File: config.mk
export PLATFORM = sky130hd
export DESIGN_NAME = lsc_bus_cmp
export DESIGN_NICKNAME = d
export VERILOG_FILES = /design/src/rtl/lsc_bus_cmp.sv
export SDC_FILE = /design/constraint.sdc
export NUM_CORES = 1
export LEC_CHECK = 0
export CORE_AREA = 2 2 56 58
export CTS_BUF_LIST = sky130_fd_sc_hd__clkbuf_8
export DETAILED_ROUTE_END_ITERATION = 7
export DIE_AREA = 0 0 58 60
export DONT_BUFFER_PORTS = 1
export HOLD_SLACK_MARGIN = 0.02
export PLACE_DENSITY = 0.41
export SETUP_SLACK_MARGIN = 0.5
export SYNTH_ARGS = -nofsm -noshare
export SYNTH_HDL_FRONTEND = slang
export SYNTH_SLANG_ARGS = --single-unit
File: constraint.sdc
create_clock -name clk -period 1.42 [get_ports clk]
set_input_delay 0.213 -clock clk [delete_from_list [all_inputs] [get_ports clk]]
set_output_delay 0.213 -clock clk [all_outputs]
set_load 0.1 [all_outputs]
File: src/rtl/lsc_bus_cmp.sv
`timescale 1ns/1ps
module lsc_bus_cmp #(
    parameter int ADDR_W = 32,
    parameter int DATA_W = 32,
    parameter int BE_W   = DATA_W / 8
) (
    input  logic              clk,
    input  logic              rst_n,
    input  logic              chk_en_i,
    input  logic              a_valid_i,
    input  logic [ADDR_W-1:0] a_addr_i,
    input  logic              a_write_i,
    input  logic [BE_W-1:0]   a_be_i,
    input  logic [DATA_W-1:0] a_wdata_i,
    input  logic              b_valid_i,
    input  logic [ADDR_W-1:0] b_addr_i,
    input  logic              b_write_i,
    input  logic [BE_W-1:0]   b_be_i,
    input  logic [DATA_W-1:0] b_wdata_i,
    output logic              err_o,
    output logic              sticky_o
);

    logic valid_diff;
    logic ctl_diff;
    logic data_diff;
    logic diverge;
    logic err_q, sticky_q;

    always_comb begin
        valid_diff = (a_valid_i != b_valid_i);
        ctl_diff   = (a_addr_i != b_addr_i) || (a_write_i != b_write_i)
                   || (a_be_i != b_be_i);
        data_diff  = a_write_i && (a_wdata_i != b_wdata_i);
        diverge    = chk_en_i
                   && (valid_diff || (a_valid_i && (ctl_diff || data_diff)));
    end

    always_ff @(posedge clk or negedge rst_n) begin
        if (!rst_n) begin
            err_q    <= 1'b0;
            sticky_q <= 1'b0;
        end else begin
            err_q    <= diverge;
            sticky_q <= sticky_q | diverge;
        end
    end

    assign err_o    = err_q;
    assign sticky_o = sticky_q;

endmodule

==> results.json, run 1 <==
{
  "antenna_cells": 0,
  "area_delta_synth_final_pct": 15.57,
  "critical_path_arrival_ns": 1.21,
  "vdd_ir_drop_max_mv": 0.2406,
  "synth_edf_count": 0,
  "sw_frac_of_total_pct": 26.75,
  "fin_tns_setup_ns": 0,
  "critPathTopFamily": "simple AND/OR/NAND/NOR gates",
  "fin_crit_ns": 1.138,
  "wl_per_cell_um": 15.15,
  "p_int_uw": 338.0,
  "drv_slew": 0,
  "max-slew-margin-rel_pct": 78.95,
  "cts_root_buffer": "clkbuf_8",
  "synth_compound_area_share_pct": 2.695,
  "grt_pass1_wl_mm": 2.663,
  "netlist_instances": 100,
  "grt_pass1_vias": 700,
  "synth-main-ff-cell": "dfrtp_1",
  "synth_top_family_by_area": "XOR/XNOR gates",
  "cts_tree": "done",
  "cts.sinks": 2,
  "switching_power_uw": 123.4,
  "worst_pin_slew_ns": 0.3124,
  "syn_area_sq_um": 835.8,
  "criticalPathCategory": "in2reg",
  "htree_num_levels": 1,
  "core-area_sq_mm": 0.002903,
  "synth_area_leader_cell": "xor2_1",
  "die_y_um": 60,
  "gp_congestion": 0.6665,
  "synth_mux_area_share_pct": 0,
  "num_vias": 760,
  "yosysMostFrequentCell": "xor2_1",
  "start_kind": "primary input",
  "max_freq_ghz": 0.8786,
  "leakagePower_nw": 0.3732,
  "synth_fa_ha_area_share_pct": 0,
  "portBuffers": 0,
  "clockPowerShare_pct": 48.1,
  "ys_ff_latch": 2,
  "syn_nets": 243,
  "setup_viol_count_final": 0,
  "postSynth.asyncResetShare_pct": 100.0,
  "hpwlAfterDp_mm": 2.004,
  "clockBufferDepth": 2,
  "holdCritPathClass": "in2reg",
  "fin_skew_ns": 0,
  "row_count": 20,
  "drc": 0,
  "start_util_pct": 28.79,
  "power_frac_comb_pct": 35.6,
  "yosys-top-cells-area": "xor2_1 (71%), nor4_1 (13%), dfrtp_1 (6.0%)",
  "syn_area_per_cell_sq_um": 8.358,
  "drtIter0Drc": 4,
  "synth_xor_area_share_pct": 72.31,
  "numCtsBuffers": 3,
  "powerDensity_mw_per_mm2": 477.7,
  "critPathSlowestCell": "nor4_1",
  "die_area_sq_mm": 0.003480,
  "dp_cells": 134,
  "gr-total-overflow": 0,
  "routed_wl_mm": 2.091,
  "final_cells": 138,
  "layout-drive-gt1-share_pct": 8.571,
  "io_pins": 145,
  "path_cells": "xor2_1, nor4_1, nand4_1, nor4_2, a22oi_1",
  "synth_cell_type_count": 11,
  "viasPerCell": 5.507,
  "clk_pin_slew_worst_paths_ns": 0.03,
  "rsz0062_at_grt": "yes",
  "critPathMaxFanout": 2,
  "insertion_delay_ns": 0.21,
  "fin_nets": 250,
  "antenna_found_initial": 0,
  "synth_common_cells": "xor2_1 (68), nor4_1 (17), nand4_1 (5)",
  "critical_path.max_stage_delay_ns": 0.29,
  "critPathBufInv": 0,
  "hold_viol_final": 0,
  "post_cts_buffers": 0,
  "critPathRequiredTime_ns": 1.49,
  "synth_simple_gate_area_share_pct": 18.56,
  "die_w_um": 58,
  "ys_warn_count": 0,
  "min_period_over_period_pct": 80.16,
  "status": "complete, no violations",
  "ant_nets": 0,
  "drv_cap": 0,
  "yosysSeqAreaShare_pct": 5.988,
  "drt_pass1_iterations": 2,
  "power_frac_seq_pct": 16.3,
  "synth_top_area_share_pct": 71.26,
  "end_kind": "register",
  "grt_usage_pct": 10.42,
  "grt_max_degree": 4
}
-- registers in the layout, summed over array words and instances, names as in the netlist --
register / count
err_o: 1
sticky_o: 1
-- worst register-to-register path: stages, from the launching register on --
cell     delay (ns)
dfrtp_2        0.43
nor4_2         0.27
a22oi_1        0.09
-- layout by cell type (no fill, tap or decap), drive strengths merged --
cell type    count
a22oi            1
nor4            18
nor3             1
clkbuf           3
xor2            68
o21ai            2
a21oi            1
dfrtp            2
inv              1
buf              1
nand4            5
dlygate4sd3      1
xnor2            1
-- per-layer routing --
layer | vias to the layer above | part of all wire [%] | GRT usage, %
met2 | 76 | 55 | 21.43
met3 | 4 | 13 | 1.948
met1 | 319 | 30 | 9.690
met5 | - | 0 | 0
li1 | 361 | - | -
met4 | 0 | 1.5 | 4.983
-- path summary, 6_finish.rpt --
| path | startpoint | to | slack, ns | cells past startpoint |
|---|---|---|---|---|
| max | b_addr_i[26] | sticky_o$_DFF_PN0_ | 0.28 | 5 |
| max in group asynchronous | rst_n | err_o$_DFF_PN0_ | 1.03 | 1 |
| min reg2reg | sticky_o$_DFF_PN0_ | sticky_o$_DFF_PN0_ | 0.60 | 2 |
| min | a_write_i | err_o$_DFF_PN0_ | 0.20 | 2 |
| min in group asynchronous | rst_n | err_o$_DFF_PN0_ | 0.24 | 1 |
| max reg2reg | sticky_o$_DFF_PN0_ | sticky_o$_DFF_PN0_ | 0.50 | 2 |
-- layout make-up --
type,count,area [sq um]
Multi-Input combinational cell,97,794.5
Timing Repair Buffer,2,30.03
Inverter,1,3.754
Fill cell,295,1937
Sequential cell,2,55.05
Clock buffer,3,41.29
Tap cell,33,41.29
-- stage by stage --
stage | instance area (sq um) | hold slack [ns] | power [mW] | setup WS [ns] | utilization [%]
finish | 965.9 | 0.2003 | 0.4615 | 0.2818 | 33.28
floorplan | 838.3 | -0.08259 | 0.2152 | 0.2146 | -
global route | 965.9 | 0.2477 | 0.5035 | 0.1653 | 33.28
detailed placement | 887.1 | -0.08245 | 0.2318 | 0.04753 | 30.56
CTS | 959.7 | 0.1988 | 0.4683 | 0.2689 | 33.06
global placement | 887.1 | -0.08245 | 0.2288 | 0.04562 | 30.56
-- timing repair --
action / in CTS / in global routing
hold buffers: 1 / 0
resized for setup: 5 / 2
pin swaps: 3 / 1
hold endpoints to repair: 2 / 0
setup endpoints to repair: 4 / 4
-- power groups by stage --
stage	logic, mW	registers, mW	clock network (mW)
detailed placement	0.157	0.0750	0
finish	0.164	0.0753	0.222
CTS	0.164	0.0755	0.229
global placement	0.154	0.0751	0
floorplan	0.141	0.0743	0
global route	0.190	0.0756	0.238
-- logic make-up (layout without fill, tap and decap cells) --
family	count (synthesis)	after routing
compound gates	4	4
xor+xnor	69	69
buf+inv	1	6
flops	2	2
simple gates	24	24
(Power assumes the default switching activity.)
==> inputs of run 2 (changes only) <==
clock period = 1.1 ns   (was 1.42 ns; I/O delays follow)
==> run 2 against run 1 <==
Die area is the same. Non-clock buffer count unchanged. Critical endpoint unchanged. Power grew 29%. Highest routed layer unchanged. Sequential share of layout area is 0.18 points higher. Critical path type unchanged. Routed wire length increased by 1.9%. Via count shrank 1.4%. Setup slack got worse by 0.28 ns. Register-to-register slack got worse by 0.38 ns.
==> results.json, run 2 (same netlist as run 1, synthesis figures left out) <==
{
  "fillers": 310,
  "io_pins": 145,
  "fin_total_pwr_uw": 596.5,
  "drv_slew": 0,
  "area_delta_synth_final_pct": 17.22,
  "setup_viol_count_final": 0,
  "fin_nets": 250,
  "cts.sinks": 2,
  "rrSetupSlack_ns": 0.12,
  "rr_endpoint": "sticky_o$_DFF_PN0_",
  "final_common_cell": "xor2_1",
  "vdd_ir_drop_max_mv": 0.4901,
  "gp_congestion": 0.6462,
  "fin_crit_ns": 1.098,
  "fin_skew_ns": 0,
  "htree_num_levels": 1,
  "drc": 0,
  "worst_pin_slew_ns": 0.3910,
  "grt_max_degree": 4,
  "die_area_sq_mm": 0.003480,
  "criticalPathCategory": "in2reg",
  "core-area_sq_mm": 0.002903,
  "powerDensity_mw_per_mm2": 608.9,
  "reg2reg_depth": 2,
  "numCtsBuffers": 3,
  "gr-total-overflow": 0,
  "timing.hold.worst.start": "a_write_i",
  "holdCritPathClass": "in2reg",
  "clockBufferDepth": 2,
  "leakagePower_nw": 0.3743,
  "crit_path_start": "b_addr_i[2]",
  "final_cells": 138,
  "clk_pin_slew_worst_paths_ns": 0.03,
  "drv_cap": 0,
  "cts_root_buffer": "clkbuf_8",
  "hpwlAfterDp_mm": 2.071,
  "insertion_delay_ns": 0.21,
  "grt_most_used_layer": "met2",
  "layout_common_cells": "xor2_1 (68), nor4_1 (14), nand4_1 (5), nor4_2 (4), clkbuf_8 (3)",
  "routed_wl_mm": 2.130,
  "critical_path_arrival_ns": 1.17,
  "rsz0062_at_grt": "yes",
  "layout-drive-gt1-share_pct": 10.48,
  "status": "complete, no violations",
  "use_met1_pct": 9.326,
  "max-slew-margin-rel_pct": 73.66,
  "hold_viol_final": 0,
  "min_period_over_period_pct": 99.83,
  "viasPerCell": 5.428,
  "antenna_cells": 0,
  "die_w_um": 58,
  "drtIter0Drc": 6,
  "row_count": 20,
  "end_kind": "register",
  "start_kind": "primary input",
  "hold_depth": 2,
  "max_freq_ghz": 0.9106,
  "die_y_um": 60,
  "grt_usage_pct": 10.30,
  "drt_pass1_iterations": 4,
  "critPathRequiredTime_ns": 1.17,
  "num_vias": 749,
  "dp_cells": 134,
  "start_util_pct": 28.79,
  "hold_end": "err_o$_DFF_PN0_",
  "cts_tree": "done",
  "antenna_found_initial": 0,
  "critPathMaxFanout": 2,
  "met3_usage_pct": 3.896,
  "wl_per_cell_um": 15.43,
  "grt_pass1_vias": 672,
  "r2r_start": "sticky_o$_DFF_PN0_",
  "fin_tns_setup_ns": 0,
  "grt_pass1_wl_mm": 2.601,
  "met2_usage_pct": 20.29,
  "portBuffers": 0,
  "ant_nets": 0
}
[run 2: cell counts in the layout (fill, tap and decap cells not counted)]
Identical to the previous run, type by type.
[run 2: metal layers]
metal / part of all wire [%] / vias to the layer above
li1: - / 361
met1: 29 / 314
met2: 55 / 72
met3: 15 / 2
met4: 0.38 / 0
met5: 0 / -
[run 2: worst max path at each step]
| stage | end | slack [ns] | depth (start not counted) |
|---|---|---|---|
| floorplan | sticky_o$_DFF_PN0_ | -0.06 | 5 |
| global placement | err_o$_DFF_PN0_ | -0.22 | 5 |
| detailed placement | err_o$_DFF_PN0_ | -0.26 | 5 |
| CTS | sticky_o$_DFF_PN0_ | -0.03 | 5 |
| global route | sticky_o$_DFF_PN0_ | -0.07 | 5 |
| finish | sticky_o$_DFF_PN0_ | 0.002 | 5 |
[run 2: cell type report]
cell class,instances,area [sq um],area share [%]
Sequential cell,2,57.56,5.875
Clock buffer,3,41.29,4.215
Timing Repair Buffer,2,30.03,3.065
Inverter,1,3.754,0.3831
Multi-Input combinational cell,97,805.8,82.25
Tap cell,33,41.29,4.215
[run 2: critical path, cell delays in order]
cell and delay, ns:
xor2_1 0.14, nor4_1 0.28, nand4_1 0.21, nor4_2 0.28, a22oi_1 0.09
[run 2: timing repair]
item                                   4_1_cts  5_1_grt
resized for setup                            4        4
endpoints found under the hold margin        2        0
cloned                                       0        0
buffers inserted                             0        0
hold buffers                                 1        0
setup endpoints to repair                    4        4
pin swaps                                    2        2
[run 2: report_power, final]
group | total (mW) | internal, mW | switching [mW] | leakage [nW]
logic | 0.218 | 0.128 | 0.0901 | 0.333
clock network | 0.281 | 0.231 | 0.0506 | 0.0216
registers | 0.0971 | 0.0781 | 0.0190 | 0.0201
[run 2: through the flow]
stage | setup WS [ns] | instance area, sq um | utilization (%) | hold WS, ns
3_5_place_dp | -0.2557 | 892.1 | 30.73 | -0.1304
6_report | 0.001850 | 979.7 | 33.75 | 0.1633
4_1_cts | -0.03048 | 960.9 | 33.10 | 0.1620
5_1_grt | -0.07484 | 979.7 | 33.75 | 0.1869
2_1_floorplan | -0.05587 | 843.3 | - | -0.1306
3_3_place_gp | -0.2184 | 892.1 | 30.73 | -0.1305
==> inputs of run 3 (changes only) <==
clock period = 1.2 ns   (was 1.1 ns; I/O delays follow)
==> run 3 against run 2 <==
Power shrank 8.3%. Critical endpoint unchanged. Worst hold slack gained 0.015 ns. Largest cell class unchanged. Final area is the same.
==> results.json, run 3 (same netlist as run 1, synthesis figures left out) <==
{
  "hold_viol_final": 0,
  "cts_root_buffer": "clkbuf_8",
  "fin_crit_ns": 1.113,
  "use_met1_pct": 9.326,
  "max_freq_ghz": 0.8984,
  "grt_usage_pct": 10.30,
  "wl_per_cell_um": 15.43,
  "drc": 0,
  "hpwlAfterDp_mm": 2.071,
  "critPathRequiredTime_ns": 1.27,
  "drv_cap": 0,
  "max-slew-margin-rel_pct": 73.66,
  "criticalPathCategory": "in2reg",
  "start_util_pct": 28.79,
  "fin_nets": 250,
  "row_count": 20,
  "grt_pass1_vias": 673,
  "gr-total-overflow": 0,
  "portBuffers": 0,
  "layout_common_cells": "xor2_1 (68), nor4_1 (14), nand4_1 (5), nor4_2 (4), clkbuf_8 (3)",
  "end_kind": "register",
  "status": "complete, no violations",
  "worst_pin_slew_ns": 0.3910,
  "holdWs_ns": 0.1783,
  "die_area_sq_mm": 0.003480,
  "start_kind": "primary input",
  "grt_pass1_wl_mm": 2.601,
  "cts.sinks": 2,
  "fin_skew_ns": 0,
  "io_pins": 145,
  "viasPerCell": 5.428,
  "gp_congestion": 0.6461,
  "final_util_pct": 33.75,
  "critical_path_arrival_ns": 1.18,
  "htree_num_levels": 1,
  "met2_usage_pct": 20.29,
  "met3_usage_pct": 3.896,
  "min_period_over_period_pct": 92.76,
  "drt_pass1_iterations": 4,
  "ant_nets": 0,
  "vdd_ir_drop_max_mv": 0.4493,
  "numCtsBuffers": 3,
  "clockBufferDepth": 2,
  "grt_max_degree": 4,
  "setup_viol_count_final": 0,
  "layout-drive-gt1-share_pct": 10.48,
  "grt_most_used_layer": "met2",
  "antenna_cells": 0,
  "holdCritPathClass": "in2reg",
  "drv_slew": 0,
  "leakagePower_nw": 0.3743,
  "final_common_cell": "xor2_1",
  "num_vias": 749,
  "critPathMaxFanout": 2,
  "rsz0062_at_grt": "yes",
  "area_delta_synth_final_pct": 17.22,
  "post_cts_buffers": 0,
  "powerDensity_mw_per_mm2": 558.2,
  "antenna_found_initial": 0,
  "clk_pin_slew_worst_paths_ns": 0.03,
  "routed_wl_mm": 2.130,
  "fin_total_pwr_uw": 546.8,
  "die_w_um": 58,
  "insertion_delay_ns": 0.21,
  "fillers": 310,
  "core-area_sq_mm": 0.002903,
  "die_y_um": 60,
  "cts_tree": "done",
  "drtIter0Drc": 6
}
run 3: cell type report:
| class | instances | area [sq um] | share of cell area, % |
|---|---|---|---|
| Inverter | 1 | 3.754 | 0.3831 |
| Timing Repair Buffer | 2 | 30.03 | 3.065 |
| Sequential cell | 2 | 57.56 | 5.875 |
| Clock buffer | 3 | 41.29 | 4.215 |
| Tap cell | 33 | 41.29 | 4.215 |
| Multi-Input combinational cell | 97 | 805.8 | 82.25 |
run 3: worst max-delay path, stage by stage:
cell and delay [ns]:
xor2_1 0.14, nor4_1 0.28, nand4_1 0.21, nor4_2 0.28, a22oi_1 0.09
run 3: through the flow:
step	setup TNS, ns	area (sq um)	std cells	worst slack (ns)
after floorplan	0	843.3	100	0.02913
after global placement	-0.2558	892.1	134	-0.1334
after CTS	0	960.9	138	0.05452
after detailed placement	-0.3100	892.1	134	-0.1707
after global routing	0	979.7	138	0.01016
final	0	979.7	138	0.08685
run 3: path summary, 6_finish.rpt:
path / slack (ns) / depth (start not counted) / to / from
worst max-delay path: 0.09 / 5 / sticky_o$_DFF_PN0_ / b_addr_i[2]
worst min-delay path: 0.18 / 2 / err_o$_DFF_PN0_ / a_write_i
worst max register to register: 0.22 / 2 / sticky_o$_DFF_PN0_ / sticky_o$_DFF_PN0_
worst min register to register: 0.66 / 2 / sticky_o$_DFF_PN0_ / sticky_o$_DFF_PN0_
max in group asynchronous: 0.83 / 1 / sticky_o$_DFF_PN0_ / rst_n
min in group asynchronous: 0.22 / 1 / err_o$_DFF_PN0_ / rst_n
run 3: repair_timing:
action / in CTS / in global routing
endpoints found under the setup margin: 4 / 4
hold endpoints to repair: 2 / 0
hold buffers: 1 / 0
gates cloned: 0 / 0
gates resized for setup: 4 / 4
pin swaps: 2 / 1
run 3: routing by layer:
metal,wire length (um),part of all wire [%]
met1,626,29
met2,1170,55
met3,325,15
met4,8,0.38
met5,0,0
run 3: power by group:
group / total [mW] / internal (mW) / switching (mW) / leakage [nW]
registers: 0.0890 / 0.0716 / 0.0174 / 0.0201
clock network: 0.258 / 0.212 / 0.0463 / 0.0216
logic: 0.200 / 0.117 / 0.0826 / 0.333
total: 0.547 / 0.400 / 0.146 / 0.374
